**config.mk**
```make
export PLATFORM = sky130hd
export DESIGN_NAME = uart_line_status
export DESIGN_NICKNAME = d
export VERILOG_FILES = /design/src/rtl/uart_lsr_pkg.sv /design/src/rtl/lsr_rx_fifo.sv /design/src/rtl/lsr_break_det.sv /design/src/rtl/lsr_tx_status.sv /design/src/rtl/uart_line_status.sv
export SDC_FILE = /design/constraint.sdc
export NUM_CORES = 1
export LEC_CHECK = 0
export BUFFER_PORTS_ARGS = -buffer_cell sky130_fd_sc_hd__buf_2
export CAP_MARGIN = 0
export CORE_ASPECT_RATIO = 1.1
export CORE_UTILIZATION = 25
export DETAILED_ROUTE_END_ITERATION = 16
export PLACE_DENSITY = 0.41
export SLEW_MARGIN = 30
export SYNTH_ARGS = -nofsm -noshare
export SYNTH_HDL_FRONTEND = slang
export SYNTH_HIERARCHICAL = 1
export SYNTH_SLANG_ARGS = --single-unit
```
**constraint.sdc**
```tcl
create_clock -name clk -period 9.05 [get_ports clk]
set_clock_uncertainty 0.15 [all_clocks]
set_input_delay 0.4525 -clock clk [delete_from_list [all_inputs] [get_ports clk]]
set_output_delay 0.4525 -clock clk [all_outputs]
set_load 0.01 [all_outputs]
```
**src/rtl/uart_lsr_pkg.sv**
```systemverilog
package uart_lsr_pkg;
  typedef struct packed {
    logic [7:0] data;
    logic       perr;
    logic       ferr;
    logic       brk;
  } rx_char_t;

  function automatic logic char_tagged(rx_char_t c);
    return c.perr | c.ferr | c.brk;
  endfunction
endpackage

```
**src/rtl/lsr_rx_fifo.sv**
```systemverilog
module lsr_rx_fifo
  import uart_lsr_pkg::*;
#(
  parameter int DEPTH = 16,
  localparam int AW = $clog2(DEPTH),
  localparam int CW = AW + 1
) (
  input  logic     clk,
  input  logic     rst_n,
  input  logic     cap_one,
  input  logic     in_valid,
  output logic     in_ready,
  input  rx_char_t in_char,
  output logic     out_valid,
  input  logic     out_ready,
  output rx_char_t out_char,
  output logic     err_any
);
  rx_char_t        mem [DEPTH];
  logic [AW-1:0]   wptr, rptr;
  logic [CW-1:0]   fill;
  logic [CW-1:0]   tag_cnt;
  logic            do_push, do_pop, full;

  assign full      = cap_one ? (fill != '0) : (fill == CW'(DEPTH));
  assign in_ready  = !full;
  assign out_valid = (fill != '0);
  assign do_push   = in_valid && !full;
  assign do_pop    = out_valid && out_ready;
  assign out_char  = mem[rptr];
  assign err_any   = (tag_cnt != '0);

  function automatic logic [AW-1:0] bump(logic [AW-1:0] p);
    return (p == AW'(DEPTH - 1)) ? '0 : p + 1'b1;
  endfunction

  always_ff @(posedge clk) begin
    if (!rst_n) begin
      wptr <= '0;
      rptr <= '0;
      fill <= '0;
      for (int i = 0; i < DEPTH; i++) mem[i] <= '0;
    end else begin
      if (do_push) begin
        mem[wptr] <= in_char;
        wptr      <= bump(wptr);
      end
      if (do_pop) rptr <= bump(rptr);
      case ({do_push, do_pop})
        2'b10:   fill <= fill + 1'b1;
        2'b01:   fill <= fill - 1'b1;
        default: fill <= fill;
      endcase
    end
  end

  // Count of stored characters that carry any tag.
  logic tin, tout;
  assign tin  = do_push && char_tagged(in_char);
  assign tout = do_pop  && char_tagged(out_char);

  always_ff @(posedge clk) begin
    if (!rst_n) tag_cnt <= '0;
    else begin
      case ({tin, tout})
        2'b10:   tag_cnt <= tag_cnt + 1'b1;
        2'b01:   tag_cnt <= tag_cnt - 1'b1;
        default: tag_cnt <= tag_cnt;
      endcase
    end
  end
endmodule

```
**src/rtl/lsr_break_det.sv**
```systemverilog
module lsr_break_det #(
  parameter int FRAME_CYCLES = 160,
  localparam int BW = $clog2(FRAME_CYCLES + 1)
) (
  input  logic clk,
  input  logic rst_n,
  input  logic rx_line,
  output logic hit
);
  logic [BW-1:0] low_cnt;

  // Saturating run length of low samples: the crossing happens once per stretch.
  always_ff @(posedge clk) begin
    if (!rst_n)                        low_cnt <= '0;
    else if (rx_line)                  low_cnt <= '0;
    else if (low_cnt != BW'(FRAME_CYCLES)) low_cnt <= low_cnt + 1'b1;
  end

  assign hit = !rx_line && (low_cnt == BW'(FRAME_CYCLES - 1));
endmodule

```
**src/rtl/lsr_tx_status.sv**
```systemverilog
module lsr_tx_status #(
  parameter int CW = 5
) (
  input  logic          clk,
  input  logic          rst_n,
  input  logic          fifo_mode,
  input  logic [CW-1:0] tx_count,
  input  logic          tsr_busy,
  input  logic          thr_wr,
  input  logic          thr_xfer,
  output logic          thr_empty,
  output logic          tx_empty
);
  logic hold_full;

  // A write in the same cycle as a transfer leaves a fresh byte behind.
  always_ff @(posedge clk) begin
    if (!rst_n)        hold_full <= 1'b0;
    else if (thr_wr)   hold_full <= 1'b1;
    else if (thr_xfer) hold_full <= 1'b0;
  end

  always_comb begin
    if (fifo_mode) thr_empty = (tx_count == '0);
    else           thr_empty = !hold_full && !thr_wr;
    tx_empty = thr_empty && !tsr_busy;
  end
endmodule

```
**src/rtl/uart_line_status.sv**
```systemverilog
module uart_line_status
  import uart_lsr_pkg::*;
#(
  parameter int DEPTH = 16,
  parameter int FRAME_CYCLES = 160,
  localparam int CW = $clog2(DEPTH) + 1
) (
  input  logic          clk,
  input  logic          rst_n,
  input  logic          fifo_mode,
  input  logic [CW-1:0] tx_count,
  input  logic          tsr_busy,
  input  logic          thr_wr,
  input  logic          thr_xfer,
  input  logic          rx_line,
  input  logic          rx_valid,
  output logic          rx_ready,
  input  logic [7:0]    rx_data,
  input  logic          rx_perr,
  input  logic          rx_ferr,
  input  logic          rx_brk,
  output logic          pop_valid,
  input  logic          pop_ready,
  output logic [7:0]    pop_data,
  output logic          pop_perr,
  output logic          pop_ferr,
  output logic          pop_brk,
  input  logic          lsr_rd,
  output logic          brk_flag,
  output logic          thr_empty,
  output logic          tx_empty,
  output logic          rx_fifo_err
);
  logic     brk_hit, fifo_in_ready, fifo_in_valid;
  rx_char_t fifo_in, fifo_out;

  lsr_tx_status #(.CW(CW)) u_tx (
    .clk(clk), .rst_n(rst_n), .fifo_mode(fifo_mode), .tx_count(tx_count),
    .tsr_busy(tsr_busy), .thr_wr(thr_wr), .thr_xfer(thr_xfer),
    .thr_empty(thr_empty), .tx_empty(tx_empty)
  );

  lsr_break_det #(.FRAME_CYCLES(FRAME_CYCLES)) u_brk (
    .clk(clk), .rst_n(rst_n), .rx_line(rx_line), .hit(brk_hit)
  );

  // Break insertion owns the write port for its one cycle.
  always_comb begin
    if (brk_hit) begin
      fifo_in      = '0;
      fifo_in.brk  = 1'b1;
    end else begin
      fifo_in.data = rx_data;
      fifo_in.perr = rx_perr;
      fifo_in.ferr = rx_ferr;
      fifo_in.brk  = rx_brk;
    end
  end
  assign fifo_in_valid = brk_hit || rx_valid;
  assign rx_ready      = fifo_in_ready && !brk_hit;

  lsr_rx_fifo #(.DEPTH(DEPTH)) u_fifo (
    .clk(clk), .rst_n(rst_n), .cap_one(!fifo_mode),
    .in_valid(fifo_in_valid), .in_ready(fifo_in_ready), .in_char(fifo_in),
    .out_valid(pop_valid), .out_ready(pop_ready), .out_char(fifo_out),
    .err_any(rx_fifo_err)
  );

  assign pop_data = fifo_out.data;
  assign pop_perr = fifo_out.perr;
  assign pop_ferr = fifo_out.ferr;
  assign pop_brk  = fifo_out.brk;

  always_ff @(posedge clk) begin
    if (!rst_n)       brk_flag <= 1'b0;
    else if (brk_hit) brk_flag <= 1'b1;
    else if (lsr_rd)  brk_flag <= 1'b0;
  end
endmodule

```
==> metrics.csv, run 1 <==
stage,metric,value,unit
drt,top_layer_used,met4,
clock_tree,htree_levels,1,
timing,fmax,228.6,MHz
timing,finalHoldViolCount,0,
floorplan,dieWidth,191.1,microns
drt,drt-initial-drc-count,391,
finish,fillers,3858,
place,gp_congestion,0.7531,
timing,slew_violations,0,
clock_tree,cts_resized,0,
global_route,grtUsageTotal,13.40,%
pwr,combinationalPowerShare,23.9,%
synthesis,postSynthRegisterBits,208,
finish,syn_to_final_growth,17.60,%
drt,vias,5600,
critical_path,r2r_slack,4680,ps
critical_path,cp-end-kind,flip-flop,
drt,viasPerCell,4.396,
synthesis,synthesis.instances,708,
pwr,p_seq_share,39.6,%
floorplan,fp.coreArea,0.03847,sq mm
critical_path,cp.arrival,4680,ps
synthesis,syn_area_per_cell,13.89,sq um
timing,hold_slack,81.44,ps
hold_path,min_from,lsr_rd,
drt,met2_length,13360,microns
clock_tree,cts_tree,built,
synthesis,seq_area_frac_synth,60.24,%
hold_path,whs_endpoint,brk_flag,
drt,wl_met3,1023,microns
critical_path,worstPathRequired,9360,ps
critical_path,worstRegToRegCells,13,
critical_path,r2r-end,u_fifo/tag_cnt[4],
clock_tree,cts_setup_buffers,0,
timing,final-setup-viol-count,0,
clock_tree,clk_path_buf_depth,3,
synthesis,synth_nets,751,
hold_path,worstHoldPathType,input pin to flip-flop,
clock_tree,clkTransAtPathRegs,60,ps
place,io_buffers,42,
finish,drive_above_1_share,23.03,%
pwr,intPower,2.110,mW
pwr,power.density,258.3,mW/mm^2
pwr,p_sw_share,29.39,%
drt,drt_pass1_iterations,4,
timing,worst_pin_slew,940.9,ps
floorplan,num_rows,75,
timing,finalCriticalPeriod,4374,ps
drt,drt-wirelength-per-cell,20.82,microns
global_route,antenna_found_initial,1,
drt,routedLengthMet1,11460,microns
floorplan,die_h,210.0,microns
floorplan,die_area,0.04015,sq mm
critical_path,cp_max_fo,27,
synthesis,yosysWarnings,6,
timing,final.setup.tns,0,ps
clock_tree,worstSkewPairLatency,530,ps
finish,layout.nets,797,
clock_tree,clkSinkCount,208,
floorplan,ios,43,
timing,max_slew_margin,37.04,%
synthesis,ys_types,50,
global_route,grt_pass1_wl,38930,microns
clock_tree,cts-hold-fix-buffers,1,
synthesis,synth-edff-count,176,
synthesis,ys_async_sr_fraction,0,%
pwr,p_leak,4.159,nW
pwr,clockPowerShare,36.5,%
floorplan,start_util,25.57,%
pwr,ir_drop,0.0001406,V
global_route,grt-ovfl-total,0,
drt,wirelength,26530,microns
pwr,power.switching,0.8782,mW
synthesis,synth_ff_type,edfxtp_1,
timing,rsz0062_at_grt,no,
critical_path,setup.worst_path.start_class,flip-flop,
flow_run,drv_cap,0,
clock_tree,clockRootBuffer,clkbuf_16,
place,place_hpwl,17420,microns
global_route,grt_pass1_vias,5792,
run_status,status,completed,
drt,drc,0,
clock_tree,numCtsBuffers,26,
timing,finalCritPeriodShare,48.33,%
critical_path,path_class,flip-flop to flip-flop,
hold_path,hold_path_depth,3,
synthesis,syn_area,0.009837,sq mm
drt,final_antenna_net_count,0,
global_route,grt_max_degree,45,
==> cell type report <==
type                       count  area [sq um]  area share (%)
inverter                      18         67.56          0.5840
sequential                   208          5932           51.28
antenna                        1         2.502         0.02163
multi-input combinational    436          3649           31.54
clock buffer                  29         661.9           5.721
timing repair buffer          64         397.9           3.439
tap                          500         625.6           5.408
clock inverter                18         232.7           2.012
==> placed cells by master, fill, tap and decap left out, types with 3 or more instances in the layout <==
cell type,count
nand3_1,16
and3_1,3
ha_1,15
a21oi_1,17
nor2_1,36
edfxtp_1,176
xor2_1,7
mux4_2,53
xnor2_1,4
or4_1,3
inv_1,18
buf_4,20
o31ai_1,3
o21ai_0,6
clkinv_1,3
clkbuf_1,3
clkbuf_16,26
and2_1,177
nand2_1,16
dfxtp_1,29
and2b_1,3
nor2b_1,12
o21ai_1,15
buf_2,42
bufinv_16,5
nor2b_2,5
clkinv_2,6
nor3_1,8
==> cells by family (layout without fill, tap and decap cells) <==
kind of cell               after synthesis  in the layout  synth area share, %
other                                    0              1                    0
buffers and inverters                   64            129                2.900
adders and majority gates               17             17                2.315
xor gates and xnor gates                11             11               0.9794
muxes                                   56             56                12.57
and+or+nand+nor                        298            298                17.83
AOI/OAI and AO/OA                       54             54                3.167
DFF                                    208            208                60.24
==> power groups by stage <==
| stage | registers (mW) | logic (mW) | clock network (mW) |
|---|---|---|---|
| floorplan | 1.16 | 0.513 | 0 |
| global placement | 1.25 | 0.683 | 0 |
| detailed placement | 1.21 | 0.737 | 0 |
| CTS | 1.19 | 0.739 | 1.12 |
| global route | 1.20 | 0.783 | 1.15 |
| finish | 1.18 | 0.715 | 1.09 |
==> routing by layer <==
layer / GRT usage, % / up-vias
met1: 17.30 / 2798
met4: 3.859 / 0
met3: 1.832 / 40
met2: 23.24 / 98
met5: 0 / -
li1: - / 2664
==> registers in the layout (all words and copies together), names as in the netlist, named ones only <==
register        cells
u_brk/low_cnt       8
u_fifo/fill         5
brk_flag            1
u_fifo/mem        176
u_fifo/wptr         4
u_fifo/tag_cnt      5
u_tx/hold_full      1
u_fifo/rptr         4
==> worst max-delay path, stage by stage (launching register included) <==
cell and delay, ps:
dfxtp_4 610, buf_16 290, mux4_2 550, a22oi_1 310, nand3_1 140, nor3_1 460, nor2_1 90, ha_1 270
ha_1 320, nor2b_1 160, o21ai_0 210, a21oi_1 110, or4_1 470, a21oi_1 140
==> worst max path at each step <==
stage,from,to,slack (ps),cells past startpoint
after floorplan,u_brk/low_cnt[1],u_fifo/tag_cnt[4],5380,14
after CTS,flip-flop,u_fifo/tag_cnt[4],4580,12
after detailed placement,flip-flop,u_fifo/tag_cnt[4],4590,12
final,flip-flop,u_fifo/tag_cnt[4],4680,13
after global placement,flip-flop,u_fifo/tag_cnt[4],4430,11
after global routing,flip-flop,u_fifo/tag_cnt[4],4350,13
==> Yosys cell counts, types with 3 or more instances <==
cell	count	share of area, %
nand3_1	16	0.81
and2_1	177	11
clkbuf_1	24	0.92
nor2b_1	17	1.1
nor2_1	36	1.4
dfxtp_1	32	6.5
a21oi_1	17	0.86
buf_1	3	0.11
and2b_1	3	0.23
and3_1	3	0.19
nand2_1	16	0.61
o21ai_0	22	1.1
edfxtp_1	176	54
nor3_1	8	0.41
buf_2	13	0.66
xnor2_1	4	0.36
o31ai_1	3	0.23
inv_1	18	0.69
xor2_1	7	0.62
ha_1	15	1.9
buf_6	3	0.34
mux4_2	53	12
or4_1	3	0.23
==> metrics by stage <==
| step | cell area (sq um) | total power [mW] | std cells | worst slack, ps | utilization, % |
|---|---|---|---|---|---|
| floorplan | 9837 | 1.676 | 708 | 5378 | - |
| global route | 11570 | 3.132 | 1273 | 4346 | 30.06 |
| CTS | 11560 | 3.044 | 1273 | 4575 | 30.06 |
| detailed placement | 10660 | 1.943 | 1225 | 4590 | 27.71 |
| global placement | 10630 | 1.929 | 1224 | 4425 | 27.62 |
| finish | 11570 | 2.988 | 1274 | 4676 | 30.07 |
(Power assumes the default switching activity.)
==> run 2, diff against run 1 <==
Settings changed: PLACE_DENSITY 0.41 to 0.42.
Clock period 9.05 ns to 3.9 ns, I/O delays scaled along.
==> metrics.csv, run 2 (synthesis gave the netlist of run 1 again) <==
stage,metric,value,unit
critical_path,r2r_slack,160,ps
hold_path,worstHoldPathType,input pin to flip-flop,
clock_tree,clkTransAtPathRegs,60,ps
place,gp_congestion,0.7860,
timing,finalHoldViolCount,0,
global_route,grt_pass1_vias,6049,
clock_tree,clk_path_buf_depth,3,
floorplan,num_rows,75,
critical_path,cp-end-kind,flip-flop,
finish,postLayoutCellArea,0.01181,sq mm
pwr,p_leak,4.329,nW
drt,drt-initial-drc-count,302,
timing,max_slew_margin,39.00,%
drt,vias,5776,
critical_path,cp.arrival,4040,ps
timing,slew_violations,0,
place,place_hpwl,17720,microns
timing,hold_slack,4.855,ps
global_route,grt-ovfl-total,0,
floorplan,start_util,25.57,%
clock_tree,clkSinkCount,208,
finish,biggestRegsByFlops,"u_fifo/mem x176, u_brk/low_cnt x8",
finish,antenna_cells,0,
flow_run,drv_cap,0,
timing,fmax,267.5,MHz
finish,largest_reg_flops,176,
drt,final_antenna_net_count,0,
pwr,power.density,569.7,mW/mm^2
critical_path,setup.worst_path.start_class,flip-flop,
floorplan,die_area,0.04015,sq mm
clock_tree,clockRootBuffer,clkbuf_16,
global_route,antenna_found_initial,1,
floorplan,die_h,210.0,microns
drt,drt_pass1_iterations,4,
timing,finalCritPeriodShare,95.87,%
place,dpl-instance-area,0.01093,sq mm
global_route,grtUsageTotal,13.27,%
clock_tree,cts_tree,built,
place,io_buffers,42,
critical_path,worstPathRequired,4200,ps
floorplan,ios,43,
drt,drc,0,
drt,viasPerCell,4.389,
pwr,ir_drop,0.0002593,V
run_status,status,completed,
critical_path,path_class,flip-flop to flip-flop,
floorplan,dieWidth,191.1,microns
timing,worst_pin_slew,910.9,ps
finish,final_common_cell,and2_1,
floorplan,fp.coreArea,0.03847,sq mm
clock_tree,worstSkewPairLatency,520,ps
finish,mostFrequentLayoutCells,"and2_1, edfxtp_1, buf_4, mux4_2, buf_2",
timing,rsz0062_at_grt,no,
finish,layout.nets,840,
global_route,grt_max_degree,26,
global_route,grt_pass1_wl,39210,microns
drt,wirelength,26020,microns
critical_path,cp_max_fo,5,
finish,syn_to_final_growth,20.01,%
timing,finalCriticalPeriod,3739,ps
clock_tree,htree_levels,1,
clock_tree,numCtsBuffers,25,
finish,regMostFlops,u_fifo/mem,
finish,drive_above_1_share,25.61,%
timing,final-setup-viol-count,0,
drt,drt-wirelength-per-cell,19.77,microns
[run 2: power breakdown]
group,internal (mW),switching (mW)
sequential,2.59,0.122
clock,1.30,0.894
combinational,0.880,0.943
total,4.77,1.96
[run 2: final cells by class]
| class | count | area, sq um |
|---|---|---|
| repair buffers | 108 | 753.2 |
| fillers | 3851 | 26670 |
| clock inverters | 17 | 126.4 |
| well taps | 500 | 625.6 |
| clock buffers | 29 | 640.6 |
| inverters | 18 | 67.56 |
| flip-flops and latches | 208 | 5931 |
| multi-input cells | 436 | 3661 |
[run 2: worst paths after layout]
check,from,to,cells after the start
worst max register to register,flip-flop,u_fifo/tag_cnt[4],13
worst max-delay path,flip-flop,u_fifo/tag_cnt[4],13
worst min register to register,u_fifo/tag_cnt[4],u_fifo/tag_cnt[4],2
worst min-delay path,pop_ready,flip-flop,4
[run 2: worst max-delay path, cell delays in order, from the launching register on]
cell and delay [ps]:
dfxtp_4 410, buf_12 130, mux4_2 510, mux4_2 530
nor3_4 230, buf_4 160, nor2_1 40, ha_2 220
ha_1 280, nor2b_1 150, o21ai_1 140, a21oi_1 100
or4_1 460, a21oi_1 140
[run 2: per-stage QoR]
stage          power, mW  setup WS, ps  TNS [ps]  utilization (%)  cells
5_1_grt            7.076         2.284         0            30.68   1316
6_report           6.726         161.1         0            30.68   1316
3_5_place_dp       4.549        -91.28    -91.28            28.41   1262
2_1_floorplan      3.890         228.4         0                -    708
3_3_place_gp       4.550        -53.46    -53.46            28.41   1262
4_1_cts            6.815         64.05         0            30.61   1315
[run 2: metal layers]
| layer | GRT usage (%) | vias to the layer above | share of wire (%) |
|---|---|---|---|
| met4 | 4.324 | 2 | 2.8 |
| met3 | 1.632 | 35 | 3.7 |
| met2 | 22.76 | 110 | 50 |
| li1 | - | 2751 | - |
| met5 | 0 | - | 0.050 |
| met1 | 17.26 | 2878 | 43 |
[run 2: what timing repair did]
item | in CTS | in global routing
setup endpoints to repair | 1 | 1
pin swaps | 0 | 1
gates resized for setup | 1 | 6
buffers inserted | 3 | 1
hold buffers | 4 | 0
hold endpoints to repair | 8 | 0
==> run 3, diff against run 2 <==
==> constraint.sdc (replaced) <==
create_clock -name clk -period 3.9 [get_ports clk]
set_clock_uncertainty 0.15 [all_clocks]
set_input_delay 0 -clock clk [delete_from_list [all_inputs] [get_ports clk]]
set_output_delay 0 -clock clk [all_outputs]
set_load 0.01 [all_outputs]
==> metrics.csv, run 3 (synthesis gave the netlist of run 1 again) <==
stage,metric,value,unit
finish,postLayoutCellArea,0.01192,sq mm
pwr,ir_drop,0.0002593,V
clock_tree,worstSkewPairLatency,520,ps
timing,fmax,267.6,MHz
global_route,grt_max_degree,26,
clock_tree,htree_levels,1,
global_route,antenna_found_initial,1,
finish,final_common_cell,and2_1,
critical_path,cp.arrival,4030,ps
finish,fillers,3848,
run_status,status,completed,
clock_tree,clk_path_buf_depth,3,
timing,finalHoldViolCount,0,
finish,biggestRegsByFlops,"u_fifo/mem x176, u_brk/low_cnt x8",
finish,layout.nets,851,
pwr,p_leak,4.379,nW
place,dp_cells,1262,
finish,mostFrequentLayoutCells,"and2_1, edfxtp_1, buf_4, mux4_2, buf_2",
finish,largest_reg_flops,176,
timing,final.setup.tns,0,ps
drt,drt-wirelength-per-cell,19.64,microns
place,dpl-instance-area,0.01093,sq mm
hold_path,worstHoldPathType,input pin to flip-flop,
finish,syn_to_final_growth,21.13,%
finish,antenna_cells,0,
clock_tree,clkSinkCount,208,
critical_path,path_class,flip-flop to flip-flop,
global_route,grt_pass1_vias,6102,
critical_path,setup.worst_path.start_class,flip-flop,
timing,final-setup-viol-count,0,
place,post-place-ws,-91.28,ps
floorplan,num_rows,75,
timing,finalCritPeriodShare,95.80,%
floorplan,fp.coreArea,0.03847,sq mm
timing,max_slew_margin,38.65,%
finish,seq_area,0.005931,sq mm
drt,drt-initial-drc-count,314,
flow_run,drv_cap,0,
drt,final_antenna_net_count,0,
timing,finalCriticalPeriod,3736,ps
place,io_buffers,42,
critical_path,worstPathRequired,4200,ps
floorplan,start_util,25.57,%
global_route,grt-ovfl-total,0,
timing,slew_violations,0,
finish,drive_above_1_share,25.27,%
drt,wirelength,26070,microns
floorplan,die_area,0.04015,sq mm
clock_tree,clockRootBuffer,clkbuf_16,
drt,viasPerCell,4.375,
finish,multi_input_area,0.003661,sq mm
drt,drc,0,
floorplan,ios,43,
timing,hold_slack,12.03,ps
floorplan,die_h,210.0,microns
finish,post-route-util,30.97,%
clock_tree,cts_tree,built,
critical_path,cp_max_fo,5,
finish,regMostFlops,u_fifo/mem,
hold_path,min_from,rx_data[4],
critical_path,cp-end-kind,flip-flop,
timing,rsz0062_at_grt,no,
floorplan,dieWidth,191.1,microns
global_route,grt_pass1_wl,39390,microns
place,place_hpwl,17720,microns
clock_tree,numCtsBuffers,25,
pwr,power.density,565.9,mW/mm^2
timing,layout_setup_ws,163.7,ps
clock_tree,clkTransAtPathRegs,60,ps
drt,drt_pass1_iterations,4,
place,gp_congestion,0.7860,
global_route,grtUsageTotal,13.33,%
finish,final_cell_count_no_fill,1327,
drt,vias,5805,
timing,worst_pin_slew,916.1,ps
pwr,finalPower,6.743,mW
-- run 3: changes by cell type in the layout (fill, tap and decap cells not counted), sizes merged --
cell and delta:
dlygate4sd3 +11
-- run 3: where the power goes --
part | switching [mW] | internal (mW)
logic | 0.944 | 0.893
registers | 0.121 | 2.59
clock network | 0.899 | 1.30
total | 1.96 | 4.78
-- run 3: per-layer routing --
metal  share of wire (%)  up-vias  global-route usage [%]
li1                    -     2771                       -
met1                  43     2880                   17.27
met2                  50      117                   22.94
met5               0.050        -                       0
met3                 3.4       35                   1.632
met4                 2.8        2                   4.324
-- run 3: layout make-up --
cell class | count | area share, %
Tap cell | 500 | 5.250
Clock buffer | 29 | 5.376
Clock inverter | 17 | 1.061
Timing Repair Buffer | 119 | 7.246
Inverter | 18 | 0.5670
Multi-Input combinational cell | 436 | 30.73
Sequential cell | 208 | 49.77
-- run 3: worst paths after layout --
path | cells past startpoint | slack [ps] | end
setup reg to reg | 13 | 160 | u_fifo/tag_cnt[4]
hold reg to reg | 2 | 340 | u_fifo/tag_cnt[4]
setup / recovery | 13 | 160 | u_fifo/tag_cnt[4]
hold / removal | 4 | 10 | u_fifo/mem[12][7]
-- run 3: timing repair --
action,CTS,global route
setup endpoints to repair,1,1
pin swaps,0,1
resized for setup,1,6
setup buffers,3,1
hold buffers,15,0
endpoints found under the hold margin,42,0
-- run 3: critical path: stages, from the launching register on --
cell and delay (ps):
dfxtp_4 400, buf_12 130, mux4_2 510, mux4_2 530, nor3_4 230, buf_4 160, nor2_1 40, ha_2 220
ha_1 280, nor2b_1 150, o21ai_1 140, a21oi_1 100, or4_1 460, a21oi_1 140
